File: config.mk
export PLATFORM = sky130hd
export DESIGN_NAME = serial_break_monitor
export DESIGN_NICKNAME = d
export VERILOG_FILES = /design/src/rtl/sbm_pkg.sv /design/src/rtl/sbm_run_counter.sv /design/src/rtl/sbm_sticky_bank.sv /design/src/rtl/serial_break_monitor.sv
export SDC_FILE = /design/constraint.sdc
export NUM_CORES = 1
export LEC_CHECK = 0
export CAP_MARGIN = 20
export CORE_ASPECT_RATIO = 0.6
export CORE_MARGIN = 10
export CORE_UTILIZATION = 60
export CTS_BUF_LIST = sky130_fd_sc_hd__clkbuf_4
export DETAILED_ROUTE_END_ITERATION = 10
export GPL_TIMING_DRIVEN = 0
export PLACE_DENSITY_LB_ADDON = 0.15
export SETUP_SLACK_MARGIN = 0.15
export SLEW_MARGIN = 20
export SYNTH_ARGS = -nofsm -noshare
export SYNTH_HDL_FRONTEND = slang
export SYNTH_HIERARCHICAL = 1
export SYNTH_SLANG_ARGS = --single-unit
File: constraint.sdc
create_clock -name clk_i -period 7.3 [get_ports clk_i]
set_clock_uncertainty 0.05 [all_clocks]
set_input_delay 1.46 -clock clk_i [delete_from_list [all_inputs] [get_ports clk_i]]
set_output_delay 1.46 -clock clk_i [all_outputs]
set_load 0.01 [all_outputs]
File: src/rtl/sbm_pkg.sv
package sbm_pkg;
  typedef enum logic [1:0] {
    ST_IDLE  = 2'd0,
    ST_LOW   = 2'd1,
    ST_BREAK = 2'd2,
    ST_MARK  = 2'd3
  } sbm_state_e;

  localparam int unsigned FLAG_START  = 0;
  localparam int unsigned FLAG_END    = 1;
  localparam int unsigned FLAG_GLITCH = 2;
  localparam int unsigned NUM_FLAGS   = 3;
endpackage

File: src/rtl/sbm_run_counter.sv
module sbm_run_counter #(
  parameter int unsigned W = 10
) (
  input  logic         clk_i,
  input  logic         rst_ni,
  input  logic         clr_i,
  input  logic         load_i,
  input  logic         inc_i,
  output logic [W-1:0] cnt_o
);
  localparam logic [W-1:0] MAX = {W{1'b1}};

  always_ff @(posedge clk_i or negedge rst_ni) begin
    if (!rst_ni)                  cnt_o <= '0;
    else if (clr_i)               cnt_o <= '0;
    else if (load_i)              cnt_o <= W'(1);
    else if (inc_i && cnt_o != MAX) cnt_o <= cnt_o + W'(1);
  end

  AST_CNT_SATURATES: assert property (@(posedge clk_i) disable iff (!rst_ni)
    (inc_i && !clr_i && !load_i && cnt_o == MAX) |=> cnt_o == MAX);
endmodule

File: src/rtl/sbm_sticky_bank.sv
module sbm_sticky_bank #(
  parameter int unsigned N = 3
) (
  input  logic         clk_i,
  input  logic         rst_ni,
  input  logic [N-1:0] set_i,
  input  logic [N-1:0] clr_i,
  output logic [N-1:0] flag_o
);
  for (genvar k = 0; k < N; k++) begin : g_flag
    always_ff @(posedge clk_i or negedge rst_ni) begin
      if (!rst_ni)       flag_o[k] <= 1'b0;
      else if (set_i[k]) flag_o[k] <= 1'b1;
      else if (clr_i[k]) flag_o[k] <= 1'b0;
    end

    AST_SET_WINS: assert property (@(posedge clk_i) disable iff (!rst_ni)
      set_i[k] |=> flag_o[k]);
  end
endmodule

File: src/rtl/serial_break_monitor.sv
module serial_break_monitor
  import sbm_pkg::*;
#(
  parameter int unsigned CHAR_W = 4,
  parameter int unsigned BIT_W  = 5
) (
  input  logic              clk_i,
  input  logic              rst_ni,
  input  logic              tick_i,
  input  logic              rx_i,
  input  logic [CHAR_W-1:0] char_bits_i,
  input  logic [BIT_W-1:0]  bit_ticks_i,
  input  logic [2:0]        flag_clr_i,
  output logic              brk_start_o,
  output logic              brk_end_o,
  output logic              pkt_start_o,
  output logic              start_flag_o,
  output logic              end_flag_o,
  output logic              glitch_flag_o
);
  localparam int unsigned CNT_W = CHAR_W + BIT_W + 1;

  sbm_state_e st_q, st_d;
  logic [CNT_W-1:0] lo_cnt, char_ticks;
  logic [CNT_W:0]   valid_ticks;
  logic [BIT_W-1:0] hi_cnt;
  logic lo_clr, lo_load, lo_inc, hi_clr, hi_load, hi_inc;
  logic start_ev, end_ev, pkt_ev, glitch_ev, fin, long_break;
  logic [NUM_FLAGS-1:0] flag_set, flag_q;

  assign char_ticks  = CNT_W'(char_bits_i) * CNT_W'(bit_ticks_i);
  assign valid_ticks = {char_ticks, 1'b0};
  assign long_break  = {1'b0, lo_cnt} >= valid_ticks;

  sbm_run_counter #(.W(CNT_W)) i_low_run (
    .clk_i (clk_i), .rst_ni(rst_ni),
    .clr_i (lo_clr), .load_i(lo_load), .inc_i(lo_inc),
    .cnt_o (lo_cnt)
  );

  sbm_run_counter #(.W(BIT_W)) i_high_run (
    .clk_i (clk_i), .rst_ni(rst_ni),
    .clr_i (hi_clr), .load_i(hi_load), .inc_i(hi_inc),
    .cnt_o (hi_cnt)
  );

  always_comb begin
    st_d      = st_q;
    lo_clr    = 1'b0;
    lo_load   = 1'b0;
    lo_inc    = 1'b0;
    hi_clr    = 1'b0;
    hi_load   = 1'b0;
    hi_inc    = 1'b0;
    start_ev  = 1'b0;
    glitch_ev = 1'b0;
    fin       = 1'b0;
    if (tick_i) begin
      unique case (st_q)
        ST_IDLE: begin
          if (!rx_i) begin
            lo_load = 1'b1;
            st_d    = ST_LOW;
          end
        end
        ST_LOW: begin
          if (rx_i) begin
            lo_clr = 1'b1;          // just a character
            st_d   = ST_IDLE;
          end else begin
            lo_inc = 1'b1;
            if (lo_cnt == char_ticks) begin
              start_ev = 1'b1;
              st_d     = ST_BREAK;
            end
          end
        end
        ST_BREAK: begin
          if (rx_i) begin
            if (bit_ticks_i <= BIT_W'(1)) fin = 1'b1;
            else begin
              hi_load = 1'b1;
              st_d    = ST_MARK;
            end
          end else begin
            lo_inc = 1'b1;
          end
        end
        ST_MARK: begin
          if (rx_i) begin
            if (hi_cnt >= bit_ticks_i - BIT_W'(1)) fin = 1'b1;
            else hi_inc = 1'b1;
          end else begin
            // short mark: glitch, resume break measurement
            hi_clr    = 1'b1;
            glitch_ev = 1'b1;
            lo_inc    = 1'b1;
            st_d      = ST_BREAK;
          end
        end
        default: st_d = ST_IDLE;
      endcase
    end
    end_ev = fin;
    pkt_ev = fin && long_break;
    if (fin) begin
      lo_clr = 1'b1;
      hi_clr = 1'b1;
      st_d   = ST_IDLE;
    end
  end

  always_ff @(posedge clk_i or negedge rst_ni) begin
    if (!rst_ni) begin
      st_q        <= ST_IDLE;
      brk_start_o <= 1'b0;
      brk_end_o   <= 1'b0;
      pkt_start_o <= 1'b0;
    end else begin
      st_q        <= st_d;
      brk_start_o <= start_ev;
      brk_end_o   <= end_ev;
      pkt_start_o <= pkt_ev;
    end
  end

  always_comb begin
    flag_set              = '0;
    flag_set[FLAG_START]  = start_ev;
    flag_set[FLAG_END]    = end_ev;
    flag_set[FLAG_GLITCH] = glitch_ev;
  end

  sbm_sticky_bank #(.N(NUM_FLAGS)) i_flags (
    .clk_i (clk_i), .rst_ni(rst_ni),
    .set_i (flag_set), .clr_i(flag_clr_i),
    .flag_o(flag_q)
  );

  assign start_flag_o  = flag_q[FLAG_START];
  assign end_flag_o    = flag_q[FLAG_END];
  assign glitch_flag_o = flag_q[FLAG_GLITCH];

  AST_START_PULSE: assert property (@(posedge clk_i) disable iff (!rst_ni)
    brk_start_o |=> !brk_start_o);
  AST_END_PULSE: assert property (@(posedge clk_i) disable iff (!rst_ni)
    brk_end_o |=> !brk_end_o);
  AST_PKT_WITH_END: assert property (@(posedge clk_i) disable iff (!rst_ni)
    pkt_start_o |-> brk_end_o);
  AST_START_FLAG: assert property (@(posedge clk_i) disable iff (!rst_ni)
    brk_start_o |-> start_flag_o);
  AST_END_FLAG: assert property (@(posedge clk_i) disable iff (!rst_ni)
    brk_end_o |-> end_flag_o);
  AST_TICK_HOLD: assert property (@(posedge clk_i) disable iff (!rst_ni)
    !tick_i |=> $stable(st_q));
  AST_NO_TICK_NO_EVENT: assert property (@(posedge clk_i) disable iff (!rst_ni)
    !tick_i |=> !(brk_start_o || brk_end_o));
endmodule

**Word-level counts from Yosys, hierarchy flattened**

Index checks and enable logic that the tools add are counted.

- Bits in registers: 23
- Memory bits (read-only): 0
- Memories kept: 0
- RAM bits: 0
- Output and inout bits: 6
- Bits in latches: 0
- Input bits: 16
- Logic and storage cells: 90

- Bitwise logic cells: 0
- Muxes and demuxes: 51
- Divide/modulo/power cells: 0
- Magnitude comparators: 3
- $mul: 1
- Shift-type cells: 0
- $add $sub $neg: 3
- Reduce and logical (&&, ||, !) cells: 12
- Equality and inequality tests: 11

Operator list:

| cell | count |
|---|---|
| 2-to-1 mux 1 bit | 35 |
| 2-to-1 mux 10 bit | 3 |
| 2-to-1 mux 2 bit | 8 |
| 2-to-1 mux 5 bit | 3 |
| inequality test 3 bit, second input constant | 4 |
| adder 10 x 1 -> 10 bit, second input constant | 1 |
| equality test 10 x 9 -> 1 bit | 1 |
| greater-or-equal comparator 10 bit | 1 |
| inequality test 10 bit, second input constant | 1 |
| multiplier 4 x 5 -> 9 bit | 1 |
| one-hot mux 2 bit (4 select lines) | 1 |
| nonzero test 2 bit | 4 |
| AND reduction 6 bit | 1 |
| nonzero test 3 bit | 2 |
| adder 5 x 1 -> 5 bit, second input constant | 1 |
| greater-or-equal comparator 5 bit | 1 |
| <= comparator 5 x 1 -> 1 bit, second input constant | 1 |
| inequality test 5 bit, second input constant | 1 |
| subtractor 5 x 1 -> 5 bit, second input constant | 1 |
| equality test 2 bit, second input constant | 2 |
| inequality test 4 bit, second input constant | 1 |
| logical AND 1 bit | 3 |
| OR reduction 3 bit | 1 |
| equality test 2 x 1 -> 1 bit, second input constant | 1 |
| other kinds (2) | 2 |

**Longest topological paths before layout**

Gate-level depths: netlist of the first run.

- Depth in word-level cells: 10
- Depth in mapped cells: 15
- Depth with buffers taken out: 15

**Modules after synthesis**

Netlist of the first run, hierarchy kept.

Modules (own cells, without submodules):

| module | times used | cells each | seq. area each (µm²) | area each (µm²) |
|---|---|---|---|---|
| serial_break_monitor | 1 | 182 | 125.1 | 1453.9 |
| sbm_run_counter at i_low_run | 1 | 70 | 250.2 | 670.6 |
| sbm_run_counter at i_high_run | 1 | 24 | 125.1 | 265.3 |
| sbm_sticky_bank | 1 | 9 | 75.1 | 108.9 |

**Worst setup path before layout of the first run**

Ideal clock, no wire load.

- Path type: input-to-reg
- Start point: input port bit_ticks_i[2]
- End point: register pkt_start_o
- Path buffers: 1
- Arrival time: 4.677 ns
- Required time: 7.127 ns
- Cell stages on the path: 14
- Path slack: 2.450 ns
- Library setup time: 0.123 ns
- Path through: clkbuf_1 nand2_1 fa_1 fa_1 inv_1 ha_1 a211o_1 o211a_1 o21a_1 nor2_1 xor2_1 ha_1 a211o_1 o221a_2

- Longest elaborated chain between the ends: 7

Ends and longest elaborated chain:

| element | line | text |
|---|---|---|
| from (decl) | serial_break_monitor.sv:12 | `input logic [BIT_W-1:0] bit_ticks_i,` |
| branches (longest 6 deep; another with greater-or-equal comparator 10 bit) | n/a |  |
| logical AND 1 bit (*) | serial_break_monitor.sv:105 | `pkt_ev = fin && long_break;` |
| net pkt_ev | serial_break_monitor.sv:28 | `logic start_ev, end_ev, pkt_ev, glitch_ev, fin, long_break;` |
| to (signal assigned) | serial_break_monitor.sv:123 | `pkt_start_o <= pkt_ev;` |
| to (decl) | serial_break_monitor.sv:16 | `output logic pkt_start_o,` |

Mark *: on every way through the listed nets, which the timed path passes.
A chain may end at the register's enable or synchronous reset.

**Final worst setup path of the first run**

- Start point: input port bit_ticks_i[0]
- End point: register pkt_start_o

Same word-level chain as after synthesis.

==> results of run 1 <==
## cells by family after synthesis
group                    synth area share (%)
AND/OR/NAND/NOR                          24.6
AO/OA/AOI/OAI                            16.8
adder cells (fa/ha/maj)                  20.8
multiplexers                             2.00
buffers and inverters                    5.56
XOR/XNOR                                 7.21
flip-flops                               23.0
## stage by stage
| step | instances | power, mW | setup slack [ps] |
|---|---|---|---|
| after floorplan | 285 | 0.332 | 2450 |
| final | 359 | 0.459 | 2160 |
| after global placement | 355 | 0.382 | 1870 |
| after CTS | 359 | 0.459 | 2150 |
| after global routing | 359 | 0.502 | 1910 |
| after detailed placement | 355 | 0.392 | 1800 |
## layout by cell type, fill, tap and decap left out, types with 5 or more instances in the layout
| cell | n |
|---|---|
| sky130_fd_sc_hd__or3_1 | 5 |
| sky130_fd_sc_hd__dfrtp_1 | 23 |
| sky130_fd_sc_hd__mux2i_1 | 5 |
| sky130_fd_sc_hd__a21oi_1 | 9 |
| sky130_fd_sc_hd__nand2b_1 | 6 |
| sky130_fd_sc_hd__nand3_1 | 6 |
| sky130_fd_sc_hd__inv_1 | 24 |
| sky130_fd_sc_hd__xor2_1 | 10 |
| sky130_fd_sc_hd__xnor2_1 | 8 |
| sky130_fd_sc_hd__a21o_1 | 5 |
| sky130_fd_sc_hd__nor3_1 | 19 |
| sky130_fd_sc_hd__nand2_1 | 24 |
| sky130_fd_sc_hd__fa_1 | 6 |
| sky130_fd_sc_hd__clkdlybuf4s50_1 | 19 |
| sky130_fd_sc_hd__ha_1 | 32 |
| sky130_fd_sc_hd__and2_1 | 9 |
| sky130_fd_sc_hd__nor2_1 | 18 |
| sky130_fd_sc_hd__o21ai_0 | 7 |
## critical path: cells and delay by family
kind	cells	cell delay, ps
adders and majority gates	4	1670
AOI/OAI and AO/OA	5	1100
buffers and inverters	2	690
and+or+nand+nor	2	240
xor gates and xnor gates	1	160
## final cells by class
class	count	area, um2
Multi-Input combinational cell	229	1780
Fill cell	343	1270
Sequential cell	23	576
Timing Repair Buffer	20	195
Inverter	24	90.1
Tap cell	50	62.6
Buffer	9	48.8
Clock buffer	3	22.5
Clock inverter	1	7.51
## worst paths after layout
check,slack [ps],endpoint,from,depth (start not counted)
setup / recovery,2160,pkt_start_o,bit_ticks_i[0],14
hold / removal,450,i_flags/flag_o[1],i_flags/flag_o[1],1
setup reg to reg,4410,i_low_run/cnt_o[1],st_q[0],9
hold reg to reg,450,i_flags/flag_o[1],i_flags/flag_o[1],1
max in group asynchronous,5780,i_high_run/cnt_o[1],rst_ni,1
min in group asynchronous,1030,i_flags/flag_o[0],rst_ni,1
## state kept, by name (all words and copies together), names as in the netlist
signal,cells
st_q,2
i_high_run/cnt_o,5
i_low_run/cnt_o,10
i_flags/flag_o,3
brk_end_o,1
brk_start_o,1
pkt_start_o,1
## Yosys cell counts, drive strengths merged (2+ instances only)
cell	instances	area, um2
a21o	5	37.5
ha	32	400
o21ai	9	45.0
xor2	10	87.6
and2	9	56.3
dfrtp	23	576
fa	6	120
and3	4	25.0
nor2	18	67.6
nor2b	2	12.5
inv	24	90.1
nand4	5	46.3
nor4b	2	17.5
clkbuf	7	32.5
nand3	6	30.0
a211o	3	26.3
a211oi	7	67.6
or3	5	31.3
a41oi	3	26.3
o2111ai	2	23.8
nand2	24	90.1
nand2b	6	37.5
mux2i	5	50.1
a31oi	2	12.5
a21oi	10	53.8
buf	2	16.3
and4	3	27.5
xnor2	8	70.1
o21a	2	15.0
and3b	2	17.5
nor3	19	95.1
## per-layer routing
layer | track usage, % | vias to the layer above | routed length (um)
li1 | - | 1081 | -
met1 | 23.6 | 1006 | 2920
met2 | 25.4 | 35 | 2390
met3 | 3.63 | 6 | 291
met4 | 3.07 | 0 | 40
met5 | 0 | - | 0
## power by group through the flow
stage | clock network (mW) | logic, mW | registers, mW
6_report | 0.0658 | 0.224 | 0.169
5_1_grt | 0.0726 | 0.258 | 0.172
4_1_cts | 0.0672 | 0.224 | 0.168
3_5_place_dp | 0 | 0.221 | 0.170
3_3_place_gp | 0 | 0.213 | 0.170
2_1_floorplan | 0 | 0.169 | 0.163
==> impl_table.tex, run 1 <==
\begin{tabular}{lr}
\hline
Metric & Value \\
\hline
\multicolumn{2}{l}{\textbf{Logic synthesis}} \\
Instance count of the mapped netlist & roughly 290 \\
Proportion of synthesized chip area in sequential cells & 23.0\% \\
Proportion of synthesized flip-flops having asynchronous set or reset & 100\% \\
Total of flip-flops plus latches after synthesis & 23 \\
Number of enable-type register cells in the synthesized netlist & 0 \\
Number of nets in the synthesized netlist & 339 \\
Count of distinct cell types in the synthesized netlist & 60 \\
Total of warnings raised by yosys & 6 \\
Post-synth top flop & sky130\_fd\_sc\_hd\_\_dfrtp\_1 \\
Syn avg cell area & a little under 9 um2 \\
Cell Area, Synth & around 2500 um2 \\
\multicolumn{2}{l}{\textbf{Critical path}} \\
Arrival time of data at the critical path endpoint & 5320 ps \\
Critical path start-end classification & input port to flip-flop \\
Critical Path Source Type & input port \\
Cells along the critical path & clkdlybuf4s50\_1 > nand2\_1 > fa\_1 > fa\_1 > inv\_1 > ha\_1 > a211o\_1 > o211a\_1 > o21a\_1 > nor2\_1 > xor2\_1 > ha\_1 > a211o\_1 > o221a\_2 \\
Critical Path Sink Type & flip-flop \\
Slowest cell on the critical path & sky130\_fd\_sc\_hd\_\_clkdlybuf4s50\_1 \\
Peak per-stage delay on the critical path & 630 ps \\
Largest fanout of any net on the critical path & 8 \\
WP data required & 7480 ps \\
\multicolumn{2}{l}{\textbf{Job}} \\
Max-cap viol count & 0 \\
\multicolumn{2}{l}{\textbf{Floorplanning}} \\
Number of top-level design ports & 22 \\
Die Ht & 70.0 um \\
Total die area & 7230 um2 \\
Die width & 103 um \\
Total number of placement rows & 18 \\
Initial cell density of the core & a little over 60\% \\
Core Footprint & 4050 um2 \\
\multicolumn{2}{l}{\textbf{STA}} \\
Ratio of final minimum period to clock period & 70.4\% \\
Transition time at the pin with the least slew margin & 810 ps \\
Accumulated negative setup slack & 0 ps \\
Tmin final & 5140 ps \\
Worst rel slew slack & around 46\% \\
Timing-limited maximum frequency & 0.195 GHz \\
Number of max-slew violations in the final report & 0 \\
RSZ-0062 raised after global routing & no \\
Final hold violation count & 0 \\
Worst hold margin & 448 ps \\
Number of setup violations in the final report & 0 \\
\multicolumn{2}{l}{\textbf{GRT}} \\
Tot GR Track Use & 16.7\% \\
Pin count of the biggest net entering global routing & 24 \\
Grt total ovfl & 0 \\
Number of global-route vias before repair & 2119 \\
Wire length of the first global-routing pass & approximately 10 mm \\
Number of antenna violations at the first check in global routing & 0 \\
\multicolumn{2}{l}{\textbf{Clocking}} \\
Htree depth & 1 \\
Buffer type at the clock tree root & sky130\_fd\_sc\_hd\_\_clkbuf\_4 \\
Setup repair bufs after CTS & 0 \\
Clock-pin transition on the worst setup and hold timing paths & 130 ps \\
Clock insertion delay at the later pin of the skew report & 340 ps \\
CTS tree & done \\
CTS Hold Bufs & 0 \\
Number of clock sinks seen by CTS & 23 \\
Number of CTS-inserted buffers & 3 \\
Maximum root-to-sink buffer count & 2 \\
Number of resized instances in the post-cts repair step & 0 \\
\multicolumn{2}{l}{\textbf{Detailed routing}} \\
Total length of routed wires & roughly 5.6 mm \\
DR iter-0 viols & between 100 and 150 \\
DRC viols & 0 \\
Via/cell ratio & 5.93 \\
Final antenna-violating net count & 0 \\
Via count & 2128 \\
Detailed-router iteration count before antenna repair & 4 \\
Wirelength per Cell & 15.7 um \\
\multicolumn{2}{l}{\textbf{Placement}} \\
Half-perimeter wire length after detailed placement & 4.48 mm \\
DP Area & 2760 um2 \\
Global placement routability congestion & 0.873 \\
Total of buffers placed on input and output ports & 20 \\
\multicolumn{2}{l}{\textbf{Power and ir drop}} \\
Reported net switching power & 0.190 mW \\
Comb pwr share & about half \\
Maximum vdd ir drop & 0.146 mV \\
Switching fraction of total power & 41.4\% \\
Clk network pwr share & 14.3\% \\
Sequential Power Share & 36.8\% \\
Internal power component & 0.269 mW \\
Power per unit of standard cell area & 165 nW/um2 \\
Static Leakage & around 1.4 nW \\
\multicolumn{2}{l}{\textbf{Finish}} \\
Final core utilization & 68.7\% \\
Summed area of non-filler cells in the final layout & 2790 um2 \\
Final layout net count & 364 \\
Ratio of cells with drive above 1 in the final layout & 7.12\% \\
Synth-to-layout area growth & 11.5\% \\
Antenna diodes & 0 \\
\multicolumn{2}{l}{\textbf{Outcome}} \\
Result of the run & completed \\
\multicolumn{2}{l}{\textbf{Hold path}} \\
Hold crit path type & flip-flop to flip-flop \\
\hline
\end{tabular}
Power figures use the tool's default switching activity.
==> run 2: changes to the inputs <==
--- a/config.mk
+++ b/config.mk
@@ -8,7 +8,7 @@
 export CAP_MARGIN = 20
 export CORE_ASPECT_RATIO = 0.6
 export CORE_MARGIN = 10
-export CORE_UTILIZATION = 60
+export CORE_UTILIZATION = 55
 export CTS_BUF_LIST = sky130_fd_sc_hd__clkbuf_4
 export DETAILED_ROUTE_END_ITERATION = 10
 export GPL_TIMING_DRIVEN = 0
==> constraint.sdc (replaced) <==
create_clock -name clk_i -period 4.6 [get_ports clk_i]
set_clock_uncertainty 0.05 [all_clocks]
set_input_delay 0.92 -clock clk_i [delete_from_list [all_inputs] [get_ports clk_i]]
set_output_delay 0.92 -clock clk_i [all_outputs]
set_load 0.01 [all_outputs]
==> run 2 against run 1 <==
Compared with the run above: routed wire length rose by 2.2%; global-route usage fell by 0.67 points; worst hold slack got worse by 6.0 ps; flip-flop and latch count did not move; die area rose by 6.9%; largest power group unchanged.
==> impl_table.tex, run 2 (synthesis gave the netlist of run 1 again) <==
\begin{tabular}{lr}
\hline
Metric & Value \\
\hline
\multicolumn{2}{l}{\textbf{Placement}} \\
Half-perimeter wire length after detailed placement & 4.58 mm (was 4.48 mm) \\
Total of buffers placed on input and output ports & 20 (unchanged) \\
Global placement routability congestion & 0.875 (was 0.873) \\
DP Area & 2770 um2 (was 2760 um2) \\
Number of cells after detailed placement & 365 (was 355) \\
\multicolumn{2}{l}{\textbf{GRT}} \\
Number of global-route vias before repair & 2131 (was 2119) \\
Pin count of the biggest net entering global routing & 24 (unchanged) \\
Wire length of the first global-routing pass & 10.4 mm (was 10.1 mm) \\
Number of antenna violations at the first check in global routing & 0 (unchanged) \\
Tot GR Track Use & 16.1\% (was 16.7\%) \\
Grt total ovfl & 0 (unchanged) \\
\multicolumn{2}{l}{\textbf{Hold path}} \\
Number of cells on the worst hold path & 1 (unchanged) \\
Hold crit path type & flip-flop to flip-flop (unchanged) \\
\multicolumn{2}{l}{\textbf{Power and ir drop}} \\
Maximum vdd ir drop & 0.221 mV (was 0.146 mV) \\
Power per unit of standard cell area & 260 nW/um2 (was 165 nW/um2) \\
Static Leakage & 1.37 nW (was 1.36 nW) \\
\multicolumn{2}{l}{\textbf{Clocking}} \\
Maximum root-to-sink buffer count & 2 (unchanged) \\
CTS Hold Bufs & 0 (unchanged) \\
Number of CTS-inserted buffers & 3 (unchanged) \\
Htree depth & 1 (unchanged) \\
CTS tree & done (unchanged) \\
Buffer type at the clock tree root & sky130\_fd\_sc\_hd\_\_clkbuf\_4 (unchanged) \\
Clock-pin transition on the worst setup and hold timing paths & 140 ps (was 130 ps) \\
Number of clock sinks seen by CTS & 23 (unchanged) \\
Clock insertion delay at the later pin of the skew report & 330 ps (was 340 ps) \\
\multicolumn{2}{l}{\textbf{Floorplanning}} \\
Core Footprint & 4230 um2 (was 4050 um2) \\
Die Ht & 72.2 um (was 70.0 um) \\
Die width & 107 um (was 103 um) \\
Total number of placement rows & 18 (unchanged) \\
Initial cell density of the core & 59.0\% (was 61.6\%) \\
Number of top-level design ports & 22 (unchanged) \\
Total die area & 7730 um2 (was 7230 um2) \\
\multicolumn{2}{l}{\textbf{STA}} \\
Number of max-slew violations in the final report & 0 (unchanged) \\
Worst rel slew slack & 46.6\% (was 45.6\%) \\
Final hold violation count & 0 (unchanged) \\
Timing-limited maximum frequency & around 0.23 GHz \\
Accumulated negative setup slack & 0 ps (unchanged) \\
Ratio of final minimum period to clock period & 93.5\% \\
Tmin final & 4300 ps \\
Worst hold margin & 442 ps (was 448 ps) \\
Transition time at the pin with the least slew margin & 795 ps (was 810 ps) \\
Number of setup violations in the final report & 0 (unchanged) \\
RSZ-0062 raised after global routing & no (unchanged) \\
\multicolumn{2}{l}{\textbf{Critical path}} \\
Bufs and invs on worst path & 2 (unchanged) \\
Critical Path Sink Type & flip-flop (unchanged) \\
Capturing point of the worst reg2reg path & i\_low\_run/cnt\_o[1] (unchanged) \\
Peak per-stage delay on the critical path & 580 ps (was 630 ps) \\
Largest fanout of any net on the critical path & 7 (was 8) \\
Start point of the critical path & bit\_ticks\_i[1] (was bit\_ticks\_i[0]) \\
Slowest cell on the critical path & sky130\_fd\_sc\_hd\_\_fa\_2 (was sky130\_fd\_sc\_hd\_\_clkdlybuf4s50\_1) \\
Capture point of the critical path & pkt\_start\_o (unchanged) \\
Critical Path Source Type & input port (unchanged) \\
WP data required & 4780 ps (was 7480 ps) \\
Arrival time of data at the critical path endpoint & 4480 ps (was 5320 ps) \\
Largest delay contributor family on the critical path & adder cells (unchanged) \\
Cell depth of the worst setup path & 14 (unchanged) \\
Cells along the critical path & dlygate4sd2\_1 > nand2\_1 > fa\_1 > fa\_2 > inv\_1 > ha\_1 > a211o\_1 > o211a\_1 > o21a\_1 > nor2\_1 > xor2\_1 > ha\_1 > a211o\_1 > o221a\_2 (was clkdlybuf4s50\_1 > nand2\_1 > fa\_1 > fa\_1 > inv\_1 > ha\_1 > a211o\_1 > o211a\_1 > o21a\_1 > nor2\_1 > xor2\_1 > ha\_1 > a211o\_1 > o221a\_2) \\
Number of cells on the worst reg-to-reg path & 9 (unchanged) \\
Critical path start-end classification & input port to flip-flop (unchanged) \\
Worst reg-to-reg setup slack & 1770 ps (was 4410 ps) \\
Reg2Reg Launch Point & st\_q[0] (unchanged) \\
\multicolumn{2}{l}{\textbf{Detailed routing}} \\
Total length of routed wires & 5.76 mm (was 5.64 mm) \\
Via count & 2129 (was 2128) \\
DR iter-0 viols & 142 (was 136) \\
Detailed-router iteration count before antenna repair & 4 (unchanged) \\
Via/cell ratio & 5.77 (was 5.93) \\
Final antenna-violating net count & 0 (unchanged) \\
DRC viols & 0 (unchanged) \\
Wirelength per Cell & 15.6 um (was 15.7 um) \\
\multicolumn{2}{l}{\textbf{Finish}} \\
Summed area of non-filler cells in the final layout & 2790 um2 (about the same) \\
Top register by number of flip-flops & i\_low\_run/cnt\_o (unchanged) \\
Final Non-Filler Cells & 369 (was 359) \\
Largest register FFs & 10 (unchanged) \\
Commonest non-fill, non-tap cells in the layout & sky130\_fd\_sc\_hd\_\_ha\_1, sky130\_fd\_sc\_hd\_\_nand2\_1, sky130\_fd\_sc\_hd\_\_inv\_1, sky130\_fd\_sc\_hd\_\_dfrtp\_1, sky130\_fd\_sc\_hd\_\_nor3\_1 (was sky130\_fd\_sc\_hd\_\_ha\_1, sky130\_fd\_sc\_hd\_\_nand2\_1, sky130\_fd\_sc\_hd\_\_inv\_1, sky130\_fd\_sc\_hd\_\_dfrtp\_1) \\
Ratio of cells with drive above 1 in the final layout & 7.77\% (was 7.12\%) \\
Synth-to-layout area growth & 11.8\% (was 11.5\%) \\
Antenna diodes & 0 (unchanged) \\
Final layout net count & 364 (unchanged) \\
Most common cell after layout, fill and taps aside & sky130\_fd\_sc\_hd\_\_ha\_1 (unchanged) \\
Regs by FF count & i\_low\_run/cnt\_o (10), i\_high\_run/cnt\_o (5), i\_flags/flag\_o (3) (unchanged) \\
Fill count & 384 (was 343) \\
\multicolumn{2}{l}{\textbf{Job}} \\
Max-cap viol count & 0 (unchanged) \\
\multicolumn{2}{l}{\textbf{Outcome}} \\
Result of the run & completed (unchanged) \\
\hline
\end{tabular}
run 2: cell types whose count changed in the layout (fill, tap and decap cells not counted), sizes merged:
| cell | previous run | this run |
|---|---|---|
| clkdlybuf4s50 | 19 | 13 |
| dlygate4sd2 | 0 | 4 |
| clkbuf | 10 | 11 |
| dlymetal6s2s | 0 | 1 |
run 2: worst register-to-register path: stages (launching register included):
cell	delay (ps)
sky130_fd_sc_hd__dfrtp_1	350
sky130_fd_sc_hd__clkbuf_1	320
sky130_fd_sc_hd__nand2_1	170
sky130_fd_sc_hd__a211o_1	290
sky130_fd_sc_hd__a31oi_1	170
sky130_fd_sc_hd__or3_1	220
sky130_fd_sc_hd__o21ai_0	280
sky130_fd_sc_hd__or3b_1	440
sky130_fd_sc_hd__or4_1	410
sky130_fd_sc_hd__nand3_1	90
run 2: how the worst min path moves through the flow:
stage / from / end / slack [ps]
3_3_place_gp: i_flags/flag_o[1] / i_flags/flag_o[1] / 410
2_1_floorplan: i_flags/flag_o[1] / i_flags/flag_o[1] / 470
6_report: i_flags/flag_o[1] / i_flags/flag_o[1] / 440
5_1_grt: i_flags/flag_o[2] / i_flags/flag_o[2] / 470
4_1_cts: i_flags/flag_o[1] / i_flags/flag_o[1] / 450
3_5_place_dp: i_flags/flag_o[1] / i_flags/flag_o[1] / 420
run 2: repair_timing:
action | CTS | global route
resized for setup | 5 | 4
setup buffers | 0 | 0
pin swaps | 1 | 0
setup endpoints to repair | 1 | 3
run 2: report_power, final:
group / switching (mW) / leakage [nW] / internal [mW]
Clock: 0.0698 / 0.0139 / 0.0333
Combinational: 0.194 / 1.04 / 0.162
Sequential: 0.0374 / 0.313 / 0.229
Total: 0.301 / 1.37 / 0.425
run 2: layout make-up:
| class | count | area (um2) | share of cell area (%) |
|---|---|---|---|
| multi-input combinational | 229 | 1790 | 63.9 |
| sequential | 23 | 576 | 20.6 |
| timing repair buffer | 20 | 188 | 6.72 |
| inverter | 24 | 90.1 | 3.22 |
| tap | 60 | 75.1 | 2.69 |
| buffer | 9 | 48.8 | 1.75 |
| clock buffer | 3 | 22.5 | 0.806 |
| clock inverter | 1 | 7.51 | 0.269 |
run 2: per-stage QoR:
step           utilization, %  total power, mW  setup slack (ps)
6_report                 66.0            0.726               300
2_1_floorplan               -            0.527               290
4_1_cts                  66.1            0.730               169
3_3_place_gp             65.5            0.607              -287
3_5_place_dp             65.5            0.624              -361
5_1_grt                  66.0            0.795               151
run 2: layer usage:
layer | GRT usage (%) | wire (um) | vias to the layer above
li1 | - | - | 1078
met1 | 23.2 | 3060 | 998
met2 | 25.1 | 2410 | 51
met3 | 2.65 | 276 | 2
met4 | 1.79 | 19 | 0
met5 | 0 | 0 | -
